[config.mk]
export PLATFORM = sky130hd
export DESIGN_NAME = fan_auto_ctrl
export DESIGN_NICKNAME = d
export VERILOG_FILES = /design/src/rtl/fan_ctrl_pkg.sv /design/src/rtl/fan_temp_front.sv /design/src/rtl/fan_curve_map.sv /design/src/rtl/fan_duty_loop.sv /design/src/rtl/fan_auto_ctrl.sv
export SDC_FILE = /design/constraint.sdc
export NUM_CORES = 1
export LEC_CHECK = 0
export ABC_AREA = 1
export BUFFER_PORTS_ARGS = -buffer_cell sky130_fd_sc_hd__buf_4
export CAP_MARGIN = 20
export CORE_MARGIN = 2
export CORE_UTILIZATION = 50
export DETAILED_ROUTE_END_ITERATION = 6
export PLACE_DENSITY = 0.83
export RECOVER_POWER = 50
export SYNTH_ARGS = -nofsm -noshare
export SYNTH_HDL_FRONTEND = slang
export SYNTH_SLANG_ARGS = --single-unit
[constraint.sdc]
create_clock -name clk -period 3.4 [get_ports clk]
set_input_delay 0.68 -clock clk [delete_from_list [all_inputs] [get_ports clk]]
set_output_delay 0.68 -clock clk [all_outputs]
set_load 0.05 [all_outputs]
[src/rtl/fan_ctrl_pkg.sv]
package fan_ctrl_pkg;

   typedef enum logic [1:0] {
      FM_MANUAL   = 2'b00,
      FM_SPEED    = 2'b01,
      FM_TEMP     = 2'b10,
      FM_TEMP_ALT = 2'b11
   } fan_mode_e;

   localparam int USER_BND  = 3;
   localparam int ALL_BND   = 2 * USER_BND - 1;
   localparam int ALL_ZONE  = ALL_BND + 1;

endpackage

[src/rtl/fan_temp_front.sv]
module fan_temp_front #(
   parameter int TEMP_W    = 8,
   parameter int OFS_W     = 7,
   parameter bit OFS_CLAMP = 1'b1
) (
   input  logic              clk,
   input  logic              rst_n,
   input  logic [TEMP_W-1:0] temp_raw,
   input  logic [OFS_W-1:0]  temp_adj,
   input  logic [TEMP_W-1:0] hot_limit,
   input  logic [TEMP_W-1:0] hot_release,
   output logic [TEMP_W-1:0] temp_eff,
   output logic              hot
);
   localparam int SW = TEMP_W + 2;

   logic signed [SW-1:0] s_raw;
   logic signed [SW-1:0] s_adj;
   logic signed [SW-1:0] s_sum;
   logic                 hot_q;

   assign s_raw = $signed({2'b00, temp_raw});
   assign s_adj = $signed({{(SW-OFS_W){temp_adj[OFS_W-1]}}, temp_adj});
   assign s_sum = s_raw + s_adj;

   generate
      if (OFS_CLAMP) begin : g_clamp
         always_comb begin
            if (s_sum[SW-1])
               temp_eff = '0;
            else if (s_sum[SW-2])
               temp_eff = '1;
            else
               temp_eff = s_sum[TEMP_W-1:0];
         end
      end else begin : g_wrap
         assign temp_eff = s_sum[TEMP_W-1:0];
      end
   endgenerate

   always_ff @(posedge clk or negedge rst_n) begin
      if (!rst_n)
         hot_q <= 1'b0;
      else if (temp_eff > hot_limit)
         hot_q <= 1'b1;
      else if (temp_eff < hot_release)
         hot_q <= 1'b0;
   end

   assign hot = hot_q;

   a_r11_keep_set: assert property (@(posedge clk) disable iff (!rst_n)
      (hot_q && temp_eff >= hot_release) |=> hot_q);
   a_r11_keep_clear: assert property (@(posedge clk) disable iff (!rst_n)
      (!hot_q && temp_eff <= hot_limit) |=> !hot_q);
   a_r4_clamp_top: assert property (@(posedge clk) disable iff (!rst_n)
      (OFS_CLAMP && !temp_adj[OFS_W-1]) |-> (temp_eff >= temp_raw));
   a_r4_clamp_bottom: assert property (@(posedge clk) disable iff (!rst_n)
      (OFS_CLAMP && temp_adj[OFS_W-1]) |-> (temp_eff <= temp_raw));

endmodule

[src/rtl/fan_curve_map.sv]
module fan_curve_map
   import fan_ctrl_pkg::*;
#(
   parameter int TEMP_W = 8,
   parameter int CNT_W  = 16
) (
   input  logic [TEMP_W-1:0]                 temp_eff,
   input  logic [USER_BND-1:0][TEMP_W-1:0]  bnd_user,
   input  logic [USER_BND:0][CNT_W-1:0]     cnt_user,
   output logic [CNT_W-1:0]                  exp_cnt
);
   localparam int ZIDX_W = $clog2(ALL_ZONE);

   logic [ALL_BND-1:0][TEMP_W-1:0]  bnd_all;
   logic [ALL_ZONE-1:0][CNT_W-1:0]  zone_cnt;
   logic [ALL_BND-1:0]              at_or_above;
   logic [ZIDX_W-1:0]               zone;

   generate
      for (genvar k = 0; k < USER_BND; k++) begin : g_user
         assign bnd_all[2*k]  = bnd_user[k];
         assign zone_cnt[2*k] = cnt_user[k];
      end
      for (genvar k = 0; k < USER_BND - 1; k++) begin : g_mid
         logic [TEMP_W:0] b_sum;
         logic [CNT_W:0]  c_sum;
         assign b_sum           = {1'b0, bnd_user[k]} + {1'b0, bnd_user[k+1]};
         assign c_sum           = {1'b0, cnt_user[k]} + {1'b0, cnt_user[k+1]};
         assign bnd_all[2*k+1]  = b_sum[TEMP_W:1];
         assign zone_cnt[2*k+1] = c_sum[CNT_W:1];
      end
      assign zone_cnt[ALL_ZONE-1] = cnt_user[USER_BND];
      for (genvar k = 0; k < ALL_BND; k++) begin : g_cmp
         assign at_or_above[k] = (temp_eff >= bnd_all[k]);
      end
   endgenerate

   assign zone    = ZIDX_W'($countones(at_or_above));
   assign exp_cnt = zone_cnt[zone];

endmodule

[src/rtl/fan_duty_loop.sv]
module fan_duty_loop #(
   parameter int DUTY_W = 8,
   parameter int CNT_W  = 16,
   parameter int HOLD_W = 16,
   parameter int FLT_W  = 16
) (
   input  logic              clk,
   input  logic              rst_n,
   input  logic              tick,
   input  logic              closed,
   input  logic [DUTY_W-1:0] manual_duty,
   input  logic [CNT_W-1:0]  exp_cnt,
   input  logic [CNT_W-1:0]  fan_count,
   input  logic [DUTY_W-1:0] stop_duty,
   input  logic [DUTY_W-1:0] start_duty,
   input  logic [HOLD_W-1:0] hold_ticks,
   input  logic [FLT_W-1:0]  fault_ticks,
   output logic [DUTY_W-1:0] duty,
   output logic              fan_fault
);
   localparam logic [DUTY_W-1:0] DMAX = '1;
   localparam logic [CNT_W-1:0]  CMAX = '1;
   localparam logic [FLT_W-1:0]  FMAX = '1;

   logic [DUTY_W-1:0] duty_q;
   logic [HOLD_W-1:0] hold_q;
   logic [FLT_W-1:0]  flt_cnt;
   logic              flt_q;
   logic              forced;
   logic              too_slow;
   logic              too_fast;
   logic              stall_cond;

   assign forced     = (exp_cnt == CMAX) || (exp_cnt == '0);
   assign too_slow   = fan_count > exp_cnt;
   assign too_fast   = fan_count < exp_cnt;
   assign stall_cond = closed && (duty_q == DMAX) && (exp_cnt != '0) && too_slow;

   always_ff @(posedge clk or negedge rst_n) begin
      if (!rst_n) begin
         duty_q <= DMAX;
         hold_q <= '0;
      end else if (!closed) begin
         duty_q <= manual_duty;
         hold_q <= '0;
      end else if (tick) begin
         if (exp_cnt == CMAX) begin
            duty_q <= '0;
            hold_q <= '0;
         end else if (exp_cnt == '0) begin
            duty_q <= DMAX;
            hold_q <= '0;
         end else if (hold_q != '0) begin
            hold_q <= hold_q - 1'b1;
         end else if (too_slow) begin
            if (duty_q == '0) begin
               duty_q <= start_duty;
               hold_q <= hold_ticks;
            end else if (duty_q != DMAX) begin
               duty_q <= duty_q + 1'b1;
            end
         end else if (too_fast && duty_q != '0) begin
            if (stop_duty != '0 && duty_q == stop_duty) begin
               duty_q <= '0;
               hold_q <= hold_ticks;
            end else begin
               duty_q <= duty_q - 1'b1;
            end
         end
      end
   end

   always_ff @(posedge clk or negedge rst_n) begin
      if (!rst_n) begin
         flt_cnt <= '0;
         flt_q   <= 1'b0;
      end else if (!stall_cond) begin
         flt_cnt <= '0;
         flt_q   <= 1'b0;
      end else if (tick) begin
         if ({1'b0, flt_cnt} + 1'b1 >= {1'b0, fault_ticks})
            flt_q <= 1'b1;
         if (flt_cnt != FMAX)
            flt_cnt <= flt_cnt + 1'b1;
      end
   end

   assign duty      = duty_q;
   assign fan_fault = flt_q;

   a_r2_manual_follow: assert property (@(posedge clk) disable iff (!rst_n)
      !closed |=> (duty == $past(manual_duty)));
   a_r6_unit_step: assert property (@(posedge clk) disable iff (!rst_n)
      (closed && tick && !forced && hold_q == '0 && duty_q != '0 &&
       !(too_fast && duty_q == stop_duty))
      |=> (duty == $past(duty) || duty == $past(duty) + 1'b1 || duty == $past(duty) - 1'b1));
   a_r8_hold_freeze: assert property (@(posedge clk) disable iff (!rst_n)
      (closed && hold_q != '0 && !forced) |=> $stable(duty));
   a_r7_force_off: assert property (@(posedge clk) disable iff (!rst_n)
      (closed && tick && exp_cnt == CMAX) |=> (duty == '0));
   a_r7_force_full: assert property (@(posedge clk) disable iff (!rst_n)
      (closed && tick && exp_cnt == '0) |=> (duty == DMAX));
   a_r10_fault_at_full: assert property (@(posedge clk) disable iff (!rst_n)
      fan_fault |-> ($past(duty) == DMAX));
   a_r10_fault_clears: assert property (@(posedge clk) disable iff (!rst_n)
      (fan_fault && fan_count <= exp_cnt) |=> !fan_fault);

endmodule

[src/rtl/fan_auto_ctrl.sv]
module fan_auto_ctrl
   import fan_ctrl_pkg::*;
#(
   parameter int DUTY_W    = 8,
   parameter int CNT_W     = 16,
   parameter int TEMP_W    = 8,
   parameter int OFS_W     = 7,
   parameter int HOLD_W    = 16,
   parameter int FLT_W     = 16,
   parameter bit OFS_CLAMP = 1'b1
) (
   input  logic              clk,
   input  logic              rst_n,
   input  logic              tick,
   input  logic [1:0]        mode,
   input  logic [DUTY_W-1:0] manual_duty,
   input  logic [CNT_W-1:0]  speed_target,
   input  logic [TEMP_W-1:0] temp_raw,
   input  logic [OFS_W-1:0]  temp_adj,
   input  logic [CNT_W-1:0]  fan_count,
   input  logic [TEMP_W-1:0] bnd0,
   input  logic [TEMP_W-1:0] bnd1,
   input  logic [TEMP_W-1:0] bnd2,
   input  logic [CNT_W-1:0]  zcnt0,
   input  logic [CNT_W-1:0]  zcnt1,
   input  logic [CNT_W-1:0]  zcnt2,
   input  logic [CNT_W-1:0]  zcnt3,
   input  logic [DUTY_W-1:0] stop_duty,
   input  logic [DUTY_W-1:0] start_duty,
   input  logic [HOLD_W-1:0] hold_ticks,
   input  logic [FLT_W-1:0]  fault_ticks,
   input  logic [TEMP_W-1:0] hot_limit,
   input  logic [TEMP_W-1:0] hot_release,
   output logic [DUTY_W-1:0] duty,
   output logic              hot,
   output logic              fan_fault
);
   generate
      if (OFS_W >= TEMP_W) begin : g_bad_ofs
         $error("offset must be narrower than the temperature");
      end
      if (DUTY_W < 2 || CNT_W < 2) begin : g_bad_width
         $error("duty and count need at least two bits");
      end
      if (HOLD_W < 1 || FLT_W < 1) begin : g_bad_timer
         $error("timer widths must be positive");
      end
   endgenerate

   fan_mode_e                         mode_e;
   logic [TEMP_W-1:0]                 temp_eff;
   logic [CNT_W-1:0]                  curve_cnt;
   logic [CNT_W-1:0]                  exp_cnt;
   logic                              closed;
   logic [USER_BND-1:0][TEMP_W-1:0]   bnd_vec;
   logic [USER_BND:0][CNT_W-1:0]      cnt_vec;

   assign mode_e  = fan_mode_e'(mode);
   assign closed  = (mode_e != FM_MANUAL);
   assign bnd_vec = {bnd2, bnd1, bnd0};
   assign cnt_vec = {zcnt3, zcnt2, zcnt1, zcnt0};
   assign exp_cnt = (mode_e == FM_SPEED) ? speed_target : curve_cnt;

   fan_temp_front #(
      .TEMP_W    (TEMP_W),
      .OFS_W     (OFS_W),
      .OFS_CLAMP (OFS_CLAMP)
   ) u_front (
      .clk         (clk),
      .rst_n       (rst_n),
      .temp_raw    (temp_raw),
      .temp_adj    (temp_adj),
      .hot_limit   (hot_limit),
      .hot_release (hot_release),
      .temp_eff    (temp_eff),
      .hot         (hot)
   );

   fan_curve_map #(
      .TEMP_W (TEMP_W),
      .CNT_W  (CNT_W)
   ) u_curve (
      .temp_eff (temp_eff),
      .bnd_user (bnd_vec),
      .cnt_user (cnt_vec),
      .exp_cnt  (curve_cnt)
   );

   fan_duty_loop #(
      .DUTY_W (DUTY_W),
      .CNT_W  (CNT_W),
      .HOLD_W (HOLD_W),
      .FLT_W  (FLT_W)
   ) u_loop (
      .clk         (clk),
      .rst_n       (rst_n),
      .tick        (tick),
      .closed      (closed),
      .manual_duty (manual_duty),
      .exp_cnt     (exp_cnt),
      .fan_count   (fan_count),
      .stop_duty   (stop_duty),
      .start_duty  (start_duty),
      .hold_ticks  (hold_ticks),
      .fault_ticks (fault_ticks),
      .duty        (duty),
      .fan_fault   (fan_fault)
   );

   a_r5_speed_ignores_curve: assert property (@(posedge clk) disable iff (!rst_n)
      (mode_e == FM_SPEED) |-> (exp_cnt == speed_target));
   a_r1_flags_low_after_reset: assert property (@(posedge clk)
      $rose(rst_n) |-> (!fan_fault && !hot));

endmodule

==> metrics.txt <==
number of diodes 0; post-synth top area share 17.6%; Post-Syn Nets just under 2000; DR DRC count 0; crit end category flop; status complete, but fails checks; DRT met1 WL 14100 microns; CP peak stage delay 0.63 ns; worst slack, placed -3.72 ns; Post-Synth Adder-Cell Area 19.1%; synthesized flop and latch total 42; simple-gate share of the synthesized area a little under two fifths; Synth Area in Compound Gates 15.2%; crit path to u_loop.hold_q[12]$_DFFE_PN0P_; Avg Inst Size Synth 5.91 sq um; WL final 35800 microns; 1st-iter DRT viols 840; PD cells 787 nW/um^2; Fin. Hold Viols 0; Worst Setup SP temp_raw[0]; top post-synthesis cells by count nand2_1, inv_1, nor2_1; Crit Path Class input port to flop; layout net count 2412; root buffer cell clkbuf_16; H-Tree Depth 2; Netlist Area Pre-Place around 9600 sq um; RSZ-0062 raised after global routing true; setup ws final -3.37 ns; max_slew headroom -60.6%; Synth cell types 55; vias in the first global route 11884; top_reg_cell synth dfrtp_1; clk_skew about 0.0056 ns; GRT Util Overall 33.3%; Synth Area in XOR/XNOR 4.29%; r2r setup slk -0.04 ns; Cells after Synth 1623; setup_tns -133.14 ns; placed insts 2253; DP HPWL 27700 microns; Filler cells 1475; Worst-Skew Late Latency around 0.29 ns; final worst path period need 6.77 ns; async set-reset flop share out of synthesis 100%; Slew Viols, Final 43; Hold WC Path Type flop to flop; gpl congestion 0.962; CP most frequent cell nand2_2; Layout Utilization between 70% and 80%; leading area contributor after synthesis ha_1; WL/cell roughly 16 microns; synth top area cells ha_1, nand2_1, inv_1, dfrtp_1, nand3_1; clock transition at the registers of the reported paths about 0.060 ns; pin count of the biggest net entering global routing 43; TritonCTS Buffers 5; highest clock rate 0.148 GHz; initial antenna violation count 0; fin cells 2293; crit path DAT 6.99 ns; worst reg2reg path endpoint u_loop.fan_fault$_DFFE_PN0P_; hold path cells 2; TritonCTS clock tree yes; first-pass GRT wire length 55300 microns; vias 12671; die area 20300 sq um; number of setup violations in the final report 41; final cycle utilization of the critical path 199%; Worst Setup Start Kind input port; CP max FO 8; failing checks capacitance limit, slew limit, setup timing; Slew @ Worst Pin 2.41 ns; reg-to-reg startpoint u_loop.flt_cnt[0]$_DFFE_PN0P_; Vias/cell 5.53; Overall Power around 11 mW; share of cells above drive strength 1 31.8%; Max rail drop VDD roughly 0.78 mV; WP data required ~3.6 ns; clk sinks 42; starting density of the core 51.1%; Met3 Wirelength 3240 microns; total leakage power 7.80 nW; ANT nets after route 0; Core Region 18800 sq um; drt first pass iters 6; cts hold-fix bufs 0; Post-synth EDFFs 0; mux contribution to synthesized area 0%; met2 wire length roughly 17000 microns; Area Growth Syn to Fin 48.8%; main combinational cell family by area after synthesis simple AND/OR/NAND/NOR gates; max layer used met4; Remaining Overflow, GRT 0; yosys warns 0; Max clock buf depth 2; die span in x 142 microns; most used standard cell by instance count after synthesis nand2_1; sequential-to-total area share from yosys stat 11.1%; FP Rows 50; Die Ht 142 microns; R2R depth 20; Ports 222; max_cap viols 1; Worst path slowest cell fa_2; IO Port Bufs 221
state kept, by name, summed over array words and instances, names as in the netlist:
register	cells
u_loop.fan_fault	1
u_loop.hold_q	16
u_front.hot	1
u_loop.duty	8
u_loop.flt_cnt	16
layer usage:
| metal | GRT usage, % | vias to the layer above |
|---|---|---|
| met5 | 0 | - |
| met4 | 12.1 | 0 |
| met3 | 7.10 | 138 |
| met2 | 58.2 | 638 |
| met1 | 40.2 | 5681 |
| li1 | - | 6214 |
kinds of logic (layout without fill, tap and decap cells):
logic type | count (synthesis) | after routing
xor+xnor | 47 | 47
buf+inv | 294 | 725
compound gates | 260 | 263
simple gates | 838 | 840
fa+ha+maj | 142 | 142
flops | 42 | 42
where the power goes:
group          switching, mW  internal (mW)  leakage, nW  total, mW
clock network          0.205          0.347       0.0771      0.552
logic                   5.37           4.44         7.17       9.81
registers              0.211          0.646        0.543      0.856
total                   5.79           5.43         7.80       11.2
area by class of cell:
class	instances	area, sq um	area share [%]
Sequential cell	42	1060	7.44
Tap cell	234	293	2.05
Multi-Input combinational cell	1292	8130	57.0
Clock inverter	2	37.5	0.263
Timing Repair Buffer	458	3620	25.4
Inverter	259	995	6.97
Clock buffer	6	129	0.903
worst min path at each step:
stage / startpoint / to / slack [ns]
after global placement: u_loop.fan_fault$_DFFE_PN0P_ / u_loop.fan_fault$_DFFE_PN0P_ / 0.48
after global routing: u_front.hot$_DFFE_PN0P_ / u_front.hot$_DFFE_PN0P_ / 0.51
after floorplan: rst_n / u_front.hot$_DFFE_PN0P_ / 0.38
after CTS: rst_n / u_loop.flt_cnt[15]$_DFFE_PN0P_ / 0.41
final: u_front.hot$_DFFE_PN0P_ / u_front.hot$_DFFE_PN0P_ / 0.50
after detailed placement: u_front.hot$_DFFE_PN0P_ / u_front.hot$_DFFE_PN0P_ / 0.48
worst max-delay path, delay by kind of cell:
| family | cells | cell delay, ns |
|---|---|---|
| and+or+nand+nor | 21 | 2.22 |
| adders and majority gates | 7 | 2.40 |
| AOI/OAI and AO/OA | 7 | 1.11 |
| buffers and inverters | 6 | 0.55 |
what timing repair did:
action,4_1_cts,5_1_grt
gates resized for setup,83,82
setup buffers,16,8
gates cloned,7,1
endpoints found under the setup margin,41,41
pin swaps,28,49
placed cells by master, fill, tap and decap left out, types with 11 or more instances in the layout:
cell | Yosys | layout
a21oi_1 | 121 | 103
nor3_1 | 14 | 12
nand3_2 | 3 | 21
xor2_1 | 27 | 26
dfrtp_1 | 34 | 34
a21oi_2 | 2 | 14
nand2_2 | 11 | 44
nand4_1 | 26 | 26
ha_4 | 0 | 15
nand3b_1 | 11 | 11
inv_1 | 251 | 245
xnor2_1 | 20 | 19
nand2_1 | 443 | 402
nand3_1 | 145 | 127
ha_1 | 135 | 120
o21ai_1 | 20 | 36
o21ai_0 | 65 | 39
buf_4 | 6 | 434
nor2_1 | 154 | 146
buf_6 | 4 | 13
o21ai_2 | 7 | 17
metrics by stage:
stage	area, sq um	hold slack (ns)
6_report	14300	0.498
5_1_grt	14300	0.512
4_1_cts	13900	0.406
3_5_place_dp	13100	0.477
3_3_place_gp	13100	0.484
2_1_floorplan	9760	0.384
(Power assumes the default switching activity.)
